File: src/rtl/ssadc_pkg.sv
package ssadc_pkg;

    localparam int MIN_RES = 9;

    typedef enum logic [1:0] {
        SEQ_IDLE = 2'd0,
        SEQ_CONV = 2'd1,
        SEQ_READ = 2'd2
    } seq_st_e;

    typedef enum logic [1:0] {
        SC_IDLE = 2'd0,
        SC_EMIT = 2'd1,
        SC_GAP  = 2'd2
    } scan_st_e;

endpackage

File: src/rtl/ssadc_gray_counter.sv
module ssadc_gray_counter #(
    parameter int DW = 14
) (
    input  logic          clk,
    input  logic          rst_n,
    input  logic          clear,
    input  logic          run,
    input  logic [DW-1:0] limit,
    output logic [DW-1:0] gray,
    output logic          at_limit
);

    logic [DW-1:0] bin_q;
    logic [DW-1:0] bin_d;

    assign at_limit = (bin_q == limit);

    always_comb begin
        bin_d = bin_q;
        if (clear) begin
            bin_d = '0;
        end else if (run && !at_limit) begin
            bin_d = bin_q + DW'(1);
        end
    end

    // Gray value is registered so the shared bus toggles one bit per step
    always_ff @(posedge clk or negedge rst_n) begin
        if (!rst_n) begin
            bin_q <= '0;
            gray  <= '0;
        end else begin
            bin_q <= bin_d;
            gray  <= bin_d ^ (bin_d >> 1);
        end
    end

endmodule

File: src/rtl/ssadc_chan_bank.sv
module ssadc_chan_bank #(
    parameter int NCH = 128,
    parameter int DW  = 14
) (
    input  logic                    clk,
    input  logic                    rst_n,
    input  logic                    clear,
    input  logic                    sample_en,
    input  logic                    final_cyc,
    input  logic [DW-1:0]           code,
    input  logic [NCH-1:0]          trip,
    output logic [NCH-1:0][DW-1:0]  words
);

    logic [NCH-1:0] taken_q;

    for (genvar ch = 0; ch < NCH; ch++) begin : g_chan
        // First trip wins; the final count fills any channel still open
        always_ff @(posedge clk or negedge rst_n) begin
            if (!rst_n) begin
                taken_q[ch] <= 1'b0;
                words[ch]   <= '0;
            end else if (clear) begin
                taken_q[ch] <= 1'b0;
                words[ch]   <= '0;
            end else if (sample_en && !taken_q[ch] && (trip[ch] || final_cyc)) begin
                taken_q[ch] <= 1'b1;
                words[ch]   <= code;
            end
        end
    end

endmodule

File: src/rtl/ssadc_scanner.sv
module ssadc_scanner
    import ssadc_pkg::*;
#(
    parameter int NCH = 128,
    parameter int DW  = 14
) (
    input  logic                    clk,
    input  logic                    rst_n,
    input  logic                    go,
    input  logic                    dir_down,
    input  logic                    pair_mode,
    input  logic [NCH-1:0][DW-1:0]  words,
    output logic                    word_valid,
    output logic                    word_sof,
    output logic [DW-1:0]           word_data,
    output logic                    scan_done
);

    localparam int IDX_W = (NCH > 1) ? $clog2(NCH) : 1;
    localparam int CNT_W = IDX_W + 1;

    scan_st_e          st_q, st_d;
    logic [IDX_W-1:0]  idx_q;
    logic [CNT_W-1:0]  left_q;
    logic              first_q;
    logic              dir_q;
    logic              pair_q;
    logic [IDX_W-1:0]  step;

    assign step = pair_q ? IDX_W'(2) : IDX_W'(1);

    always_ff @(posedge clk or negedge rst_n) begin
        if (!rst_n) begin
            st_q <= SC_IDLE;
        end else begin
            st_q <= st_d;
        end
    end

    always_comb begin
        st_d = st_q;
        unique case (st_q)
            SC_IDLE: if (go) st_d = SC_EMIT;
            SC_EMIT: st_d = SC_GAP;
            SC_GAP:  st_d = (left_q == '0) ? SC_IDLE : SC_EMIT;
            default: st_d = SC_IDLE;
        endcase
    end

    always_ff @(posedge clk or negedge rst_n) begin
        if (!rst_n) begin
            idx_q   <= '0;
            left_q  <= '0;
            first_q <= 1'b0;
            dir_q   <= 1'b0;
            pair_q  <= 1'b0;
        end else begin
            unique case (st_q)
                SC_IDLE: begin
                    if (go) begin
                        dir_q   <= dir_down;
                        pair_q  <= pair_mode;
                        first_q <= 1'b1;
                        left_q  <= pair_mode ? CNT_W'(NCH / 2) : CNT_W'(NCH);
                        if (!dir_down) begin
                            idx_q <= '0;
                        end else if (pair_mode) begin
                            idx_q <= IDX_W'(NCH - 2);
                        end else begin
                            idx_q <= IDX_W'(NCH - 1);
                        end
                    end
                end
                SC_EMIT: begin
                    first_q <= 1'b0;
                    left_q  <= left_q - CNT_W'(1);
                end
                SC_GAP: begin
                    if (left_q != '0) begin
                        idx_q <= dir_q ? (idx_q - step) : (idx_q + step);
                    end
                end
                default: ;
            endcase
        end
    end

    always_comb begin
        word_valid = (st_q == SC_EMIT);
        word_sof   = (st_q == SC_EMIT) && first_q;
        word_data  = words[idx_q];
        scan_done  = (st_q == SC_GAP) && (left_q == '0);
    end

endmodule

File: src/rtl/ssadc_backend.sv
module ssadc_backend
    import ssadc_pkg::*;
#(
    parameter int NCH   = 128,
    parameter int DW    = 14,
    parameter int RES_W = $clog2(DW + 1)
) (
    input  logic             clk,
    input  logic             rst_n,
    input  logic             start,
    input  logic [RES_W-1:0] cfg_res,
    input  logic             cfg_dir,
    input  logic             cfg_avg,
    input  logic [NCH-1:0]   trip,
    output logic             busy,
    output logic             conv_done,
    output logic             out_valid,
    output logic             out_sof,
    output logic [DW-1:0]    out_data
);

    seq_st_e               st_q, st_d;
    logic [RES_W-1:0]      res_q;
    logic [RES_W-1:0]      res_clamped;
    logic                  dir_q;
    logic                  avg_q;
    logic                  accept;
    logic [DW-1:0]         limit;
    logic [DW-1:0]         cnt_gray;
    logic                  at_limit;
    logic                  last_cnt;
    logic                  scan_done;
    logic [NCH-1:0][DW-1:0] words;

    always_comb begin
        if (cfg_res < RES_W'(MIN_RES)) begin
            res_clamped = RES_W'(MIN_RES);
        end else if (cfg_res > RES_W'(DW)) begin
            res_clamped = RES_W'(DW);
        end else begin
            res_clamped = cfg_res;
        end
    end

    assign accept   = start && (st_q == SEQ_IDLE);
    assign limit    = (DW'(1) << res_q) - DW'(1);
    assign last_cnt = (st_q == SEQ_CONV) && at_limit;

    always_ff @(posedge clk or negedge rst_n) begin
        if (!rst_n) begin
            st_q <= SEQ_IDLE;
        end else begin
            st_q <= st_d;
        end
    end

    always_comb begin
        st_d = st_q;
        unique case (st_q)
            SEQ_IDLE: if (accept)    st_d = SEQ_CONV;
            SEQ_CONV: if (at_limit)  st_d = SEQ_READ;
            SEQ_READ: if (scan_done) st_d = SEQ_IDLE;
            default:                 st_d = SEQ_IDLE;
        endcase
    end

    always_ff @(posedge clk or negedge rst_n) begin
        if (!rst_n) begin
            res_q <= RES_W'(MIN_RES);
            dir_q <= 1'b0;
            avg_q <= 1'b0;
        end else if (accept) begin
            res_q <= res_clamped;
            dir_q <= cfg_dir;
            avg_q <= cfg_avg;
        end
    end

    always_comb begin
        busy      = (st_q != SEQ_IDLE);
        conv_done = last_cnt;
    end

    ssadc_gray_counter #(.DW(DW)) u_cnt (
        .clk      (clk),
        .rst_n    (rst_n),
        .clear    (accept),
        .run      (st_q == SEQ_CONV),
        .limit    (limit),
        .gray     (cnt_gray),
        .at_limit (at_limit)
    );

    ssadc_chan_bank #(.NCH(NCH), .DW(DW)) u_bank (
        .clk       (clk),
        .rst_n     (rst_n),
        .clear     (accept),
        .sample_en (st_q == SEQ_CONV),
        .final_cyc (last_cnt),
        .code      (cnt_gray),
        .trip      (trip),
        .words     (words)
    );

    ssadc_scanner #(.NCH(NCH), .DW(DW)) u_scan (
        .clk        (clk),
        .rst_n      (rst_n),
        .go         (last_cnt),
        .dir_down   (dir_q),
        .pair_mode  (avg_q),
        .words      (words),
        .word_valid (out_valid),
        .word_sof   (out_sof),
        .word_data  (out_data),
        .scan_done  (scan_done)
    );

endmodule

File: config.mk
export PLATFORM = sky130hd
export DESIGN_NAME = ssadc_backend
export DESIGN_NICKNAME = d
export VERILOG_FILES = /design/src/rtl/ssadc_pkg.sv /design/src/rtl/ssadc_gray_counter.sv /design/src/rtl/ssadc_chan_bank.sv /design/src/rtl/ssadc_scanner.sv /design/src/rtl/ssadc_backend.sv
export SDC_FILE = /design/constraint.sdc
export NUM_CORES = 2
export LEC_CHECK = 0
export BUFFER_PORTS_ARGS = -buffer_cell sky130_fd_sc_hd__clkbuf_2
export CORE_MARGIN = 2
export CORE_UTILIZATION = 33
export CTS_CLUSTER_DIAMETER = 200
export CTS_CLUSTER_SIZE = 20
export DETAILED_ROUTE_END_ITERATION = 8
export GPL_ROUTABILITY_DRIVEN = 0
export PLACE_DENSITY_LB_ADDON = 0.3
export SYNTH_ARGS = -nofsm -noshare
export SYNTH_HDL_FRONTEND = slang
export SYNTH_SLANG_ARGS = --single-unit
File: constraint.sdc
create_clock -name clk -period 4.6 [get_ports clk]
set_input_delay 0.92 -clock clk [delete_from_list [all_inputs] [get_ports clk]]
set_output_delay 0.92 -clock clk [all_outputs]
set_load 0.1 [all_outputs]
# ---- Word level (Yosys, flattened, before mapping)
# Cells that the tools add are included.
dict set report word_totals {
  regBits 1976
  in_bits 137
  out_inout_bits 18
}
dict set report op_classes {
  n_addsub 5
  n_lt_le_gt_ge 3
  eq_ne 10
  shifts 1
  n_mux 537
  bitwise 1
  n_reduce_logical 657
}
# operator count
set ops {}
lappend ops {{$mux 14} 259}
lappend ops {{$reduce_bool 2->1} 131}
lappend ops {{$logic_and 1x1->1} 261}
lappend ops {{$mux 1} 259}
lappend ops {{$logic_not 1->1} 129}
lappend ops {{$logic_or 1x1->1} 128}
lappend ops {{$bmux 14 s7} 1}
lappend ops {{$mux 7} 4}
lappend ops {{$mux 8} 2}
lappend ops {{$pmux 8 s2} 1}
lappend ops {{$add 14x1->14 const B} 1}
lappend ops {{$eq 14x14->1} 1}
lappend ops {{$pmux 7 s2} 1}
lappend ops {{$shl 1x4->14 const A} 1}
lappend ops {{$sub 14x2->14 const B} 1}
lappend ops {{$xor 14x13->14} 1}
lappend ops {{$pmux 2 s3} 2}
lappend ops {{$mux 2} 5}
lappend ops {{$logic_not 8->1} 1}
lappend ops {{$lt 7x8->1 const B} 1}
lappend ops {{$mux 4} 2}
lappend ops {{$ne 2x2->1 const B} 4}
lappend ops {{$reduce_bool 8->1} 1}
lappend ops {{$sub 8x1->8 const B} 1}
lappend ops {{other kinds (11)} 16}

# ---- Longest topological paths before layout
dict set report depth {
  ltp_word 8
  ltp_mapped 18
  mapped_depth_nobuf 13
}

# ---- Cells and area by module
# Synthesis repeated with hierarchy kept, for this count alone.
dict set report hier_totals {
  cells_unflattened 8851
  area_unflattened_um2 103324.1
}
# mod n_inst cells_each area_per_inst_um2 seq_area_each_um2
set modules_own_cells {}
lappend modules_own_cells {ssadc_chan_bank 1 6474 84737.5 48046.1}
lappend modules_own_cells {ssadc_scanner 1 2115 16246.8 500.5}
lappend modules_own_cells {ssadc_gray_counter 1 192 1769.2 675.6}
lappend modules_own_cells {ssadc_backend 1 70 570.5 202.7}

# ---- Worst setup path after synthesis
# No wires, ideal clock.
dict set report synth_path {
  kind {register to output}
  from {register res_q[3]}
  to {output port conv_done}
  t_arrival_ps 3502
  path_slack_ps 178
  stages_incl_launch_ff 12
  cell_sequence {dfstp_2 buf_6 or4_4 ha_1 xor2_1 o221ai_1 or4_4 a2111oi_4 and2_1 buf_4 nand2_1 inv_1}
}
dict set report synth_between {
  elab_chain_cells 4
}
# item line_no
set synth_rtl {}
lappend synth_rtl {{from (decl)} ssadc_backend.sv:23} ;# logic [RES_W-1:0] res_q;
lappend synth_rtl {{from (signal assigned)} ssadc_backend.sv:69} ;# res_q <= RES_W'(MIN_RES);
lappend synth_rtl {{from (signal assigned)} ssadc_backend.sv:73} ;# res_q <= res_clamped;
lappend synth_rtl {{$shl 1x4->14} ssadc_backend.sv:46} ;# assign limit = (DW'(1) << res_q) - DW'(1);
lappend synth_rtl {{$sub 14x2->14} ssadc_backend.sv:46}
lappend synth_rtl {{$eq 14x14->1} ssadc_gray_counter.sv:16} ;# assign at_limit = (bin_q == limit);
lappend synth_rtl {{$logic_and 1x1->1} ssadc_backend.sv:47} ;# assign last_cnt = (st_q == SEQ_CONV) && at_limit;
lappend synth_rtl {{to (decl)} ssadc_backend.sv:16} ;# output logic conv_done,
# Every way passes these cells.

# ---- Worst setup path after layout
dict set report layout_path {
  from {register u_scan.idx_q[0]}
  to {output port out_data[9]}
}
dict set report layout_between {
  elab_chain_cells 2
}
# item line_no
set layout_rtl {}
lappend layout_rtl {{from (decl)} ssadc_scanner.sv:23} ;# logic [IDX_W-1:0] idx_q;
lappend layout_rtl {{from (signal assigned)} ssadc_scanner.sv:68} ;# idx_q <= IDX_W'(NCH - 2);
lappend layout_rtl {{from (signal assigned)} ssadc_scanner.sv:70} ;# idx_q <= IDX_W'(NCH - 1);
lappend layout_rtl {{from (signal assigned)} ssadc_scanner.sv:80} ;# idx_q <= dir_q ? (idx_q - step) : (idx_q + step);
lappend layout_rtl {{$bmux 14 s7} ssadc_scanner.sv:91} ;# word_data = words[idx_q];
lappend layout_rtl {{$mux 14 (implied by the code)} ssadc_scanner.sv:91}
lappend layout_rtl {{to (decl)} ssadc_backend.sv:19} ;# output logic [DW-1:0] out_data
# Every way passes these cells. The select of a mux whose other input is x is not followed.

==> out/qor.yml <==
timing:
  max_freq_mhz: 197
  period_needed_ns: 5.07
  skew_ns: 0.0338
  setup_viol: 14
  hold_viol: 0
  finalMaxSlewViolations: 0
  fin_ws_ns: -0.469
  rsz0062_at_grt: "true"
  slew_headroom: 0.179
  hold_ws_ns: 0.321
  worst_slew_pin_slew_ns: 1.23
  timing.final.crit_share: 1.10
yosys:
  ys_seq_area_frac: 0.505
  synthTopCellsByArea: "dfrtp_1, mux2i_1, mux4_2"
  ys_warn_count: 0
  synth_cells: 7724
  synth_edf_count: 0
  synth_top_cell_area_share: 0.504
  syn_avg_cell_area_um2: 12.7
  yosys_register_bits: 1975
  synth_top_cell_by_area: "dfrtp_1"
  yosys_most_used_dff: "dfrtp_1"
  syn-num-nets: 7871
  mappedNetlistArea_um2: 97900
  synth.distinct_cells: 68
  synth_async_sr_flop_share: 1.00
run_status:
  violations: "negative setup slack"
  status: "complete, but fails checks"
power_and_ir_drop:
  peakVddDrop_mv: 0.337
  p_sw_frac: 0.227
  power.leakage_nw: 61.3
  p_per_area_nw_per_um2: 263
  clkPwrFrac: 0.363
  power_switching_w: 0.00637
  sequentialPowerShare: 0.617
  power.total_w: 0.0281
  combPwrFrac: 0.020
  internal-power_w: 0.0217
cells_and_area:
  finalInstanceArea_um2: 107000
  area_growth_syn_to_layout_pct: 8.91
  multiInputGateArea_um2: 44000
  regArea_um2: 49500
  fillerInstances: 28267
  fin_util: 0.362
  nets: 7668
  drive_gt1_frac: 0.177
clock_network:
  clock_sinks: 1975
  clkLatencyLatePin_ns: 0.81
  cts_max_path_buffers: 3
  root_buffer: "clkbuf_16"
  cts_max_level: 3
  numCtsBuffers: 108
  cts.clk_slew.worst_paths_ns: 0.09
  cts_tree: "built"
worst_setup_path:
  crit_path_end: "out_data[9]"
  path_delay_family: "multiplexers"
  path_buf_inv: 5
  cp.depth: 9
  worstReg2RegStart: "res_q[0]"
  cpMaxStageDelayCell: "mux4_2"
  r2r_cells: 15
  r2r_end: "u_bank.words[27]"
  path_class: "flip-flop to output port"
  critPathRequiredTime_ns: 3.68
  rrSetupSlack_ns: 0.29
  cp_cell_sequence: "buf_12 -> buf_16 -> buf_16 -> buf_12 -> mux4_2 -> mux4_2 -> mux4_2 -> mux2_4 -> buf_12"
  worstPathArrival_ns: 4.15
  startpoint: "u_scan.idx_q[0]"
  cp-start-kind: "flip-flop"
  end_kind: "output port"
  slowest_delay_ns: 0.63
  path_max_fanout: 7
floorplan:
  dieArea_um2: 301000
  die_w_um: 549
  core_region_area_um2: 295000
  die_y_um: 549
  core.rowCount: 199
  ios: 155
  initial_core_util: 0.332
global_routing:
  grt_start_max_net_pins: 174
  grt_antenna_before_repair: 13
  grt_pass1_vias: 62267
  overflow: 0
  grt_pass1_wl_mm: 430
  track_usage: 0.188
job:
  cap_violations: 0
routing:
  vias_per_cell: 5.31
  dr.pass1.iters: 6
  wl_mm: 284
  wire_per_inst_um: 24.8
  drc: 0
  ant_nets: 0
  vias: 60794
  drtIter0Drc: 5273
place:
  pre_cts_ws_ns: 0.128
  dp_hpwl_mm: 180
  portBuffers: 154
  place_area_um2: 103000
worst_hold_path:
  hp-class: "input port to flip-flop"
-- flip-flops by register name, summed over array words and instances (netlist names) --
| register | count |
|---|---|
| u_bank.words | 1792 |
| u_bank.taken_q | 128 |
| u_cnt.bin_q | 14 |
| u_cnt.gray | 13 |
| u_scan.left_q | 8 |
| u_scan.idx_q | 7 |
| res_q | 4 |
| st_q | 2 |
| u_scan.st_q | 2 |
| avg_q | 1 |
| dir_q | 1 |
| u_scan.dir_q | 1 |
| u_scan.first_q | 1 |
| u_scan.pair_q | 1 |
-- power by group through the flow --
stage / combinational (W) / clock, W / sequential [W]
floorplan: 0.0000307 / 0 / 0.0177
global placement: 0.000565 / 0 / 0.0177
detailed placement: 0.000581 / 0 / 0.0177
CTS: 0.000585 / 0.0105 / 0.0173
global route: 0.000644 / 0.0112 / 0.0173
finish: 0.000554 / 0.0102 / 0.0173
-- layer usage --
layer,part of all wire,track usage,vias up
met5,0.00014,0,-
met4,0.026,0.0470,6
met3,0.042,0.0249,267
met2,0.48,0.305,1276
met1,0.46,0.267,32781
li1,-,-,26464
-- cells by family (layout without fill, tap and decap cells) --
family                     after synthesis  after routing  share of synthesized area
muxes                                 2409           2409                      0.322
buffers and inverters                  902            709                     0.0471
adders and majority gates               10             10                    0.00135
DFF                                   1975           1975                      0.505
other                                    0              2                          0
and+or+nand+nor                       1926           1926                     0.0756
xor gates and xnor gates                29             29                    0.00273
AOI/OAI and AO/OA                      473            473                     0.0467
-- layout make-up --
cell class,instances,area share
diodes,2,0.0000469
repair buffers,441,0.0454
inverters,148,0.00526
well taps,3919,0.0460
clock inverters,6,0.000552
clock buffers,114,0.0260
flip-flops and latches,1975,0.464
multi-input cells,4847,0.413
-- worst register-to-register path: cells and delay by family (launching register included) --
family / cells / cell delay, ns
simple gates: 4 / 1.06
buf+inv: 5 / 1.02
compound gates: 3 / 0.98
flops: 1 / 0.38
mux: 1 / 0.31
xor+xnor: 1 / 0.26
fa+ha+maj: 1 / 0.18
-- worst min-delay path by stage --
stage	to	startpoint	depth (start not counted)	slack [ns]
after floorplan	u_scan.first_q	u_scan.first_q	2	0.46
after global placement	u_scan.first_q	u_scan.first_q	2	0.47
after detailed placement	u_bank.words[365]	u_bank.words[365]	2	0.51
after CTS	res_q[0]	cfg_res[3]	2	0.27
after global routing	res_q[0]	cfg_res[3]	2	0.32
final	res_q[0]	cfg_res[3]	2	0.32
-- per-stage QoR --
stage          instances  setup TNS [ns]
6_report           11452           -5.74
4_1_cts            11443           -7.16
5_1_grt            11451           -6.80
3_3_place_gp       11281               0
2_1_floorplan       7724               0
3_5_place_dp       11281               0
-- timing repair --
action	CTS	global route
hold endpoints to repair	1	0
hold buffers	1	0
cloned	11	5
setup buffers	30	3
resized for setup	58	7
pin swaps	7	0
setup endpoints to repair	15	15
-- cell usage in the layout (no fill, tap or decap), types with 5 or more instances in the layout --
cell type / n
o211ai_4: 121
a21oi_1: 149
o211ai_2: 7
o21ai_1: 91
buf_12: 103
inv_1: 147
ha_1: 8
nand3_1: 13
clkbuf_16: 115
nand2b_1: 6
dfrtp_1: 1954
clkbuf_2: 138
buf_16: 23
inv_6: 5
nand2_1: 40
mux2i_1: 1799
nor3_1: 12
a21o_1: 7
nor2_1: 1816
mux2_4: 14
o31ai_1: 5
o21ai_0: 56
xor2_1: 8
buf_6: 6
xnor2_1: 19
mux4_2: 588
dfrtp_4: 18
and3_1: 10
buf_4: 163
-- cells in the mapped netlist, drive strengths merged, types with 3 or more instances --
master / count
a2111oi: 4
a21o: 7
a21oi: 150
a22o: 3
a31oi: 4
and2: 3
and3: 10
buf: 245
clkbuf: 509
dfrtp: 1973
ha: 9
inv: 148
mux2: 22
mux2i: 1799
mux4: 588
nand2: 41
nand2b: 6
nand3: 13
nand4: 3
nor2: 1817
nor2b: 4
nor3: 12
o211ai: 128
o21a: 3
o21ai: 148
o31ai: 5
o41ai: 4
or3: 3
or4: 4
xnor2: 19
xor2: 9
No activity file was read; power rests on OpenSTA's default activity.
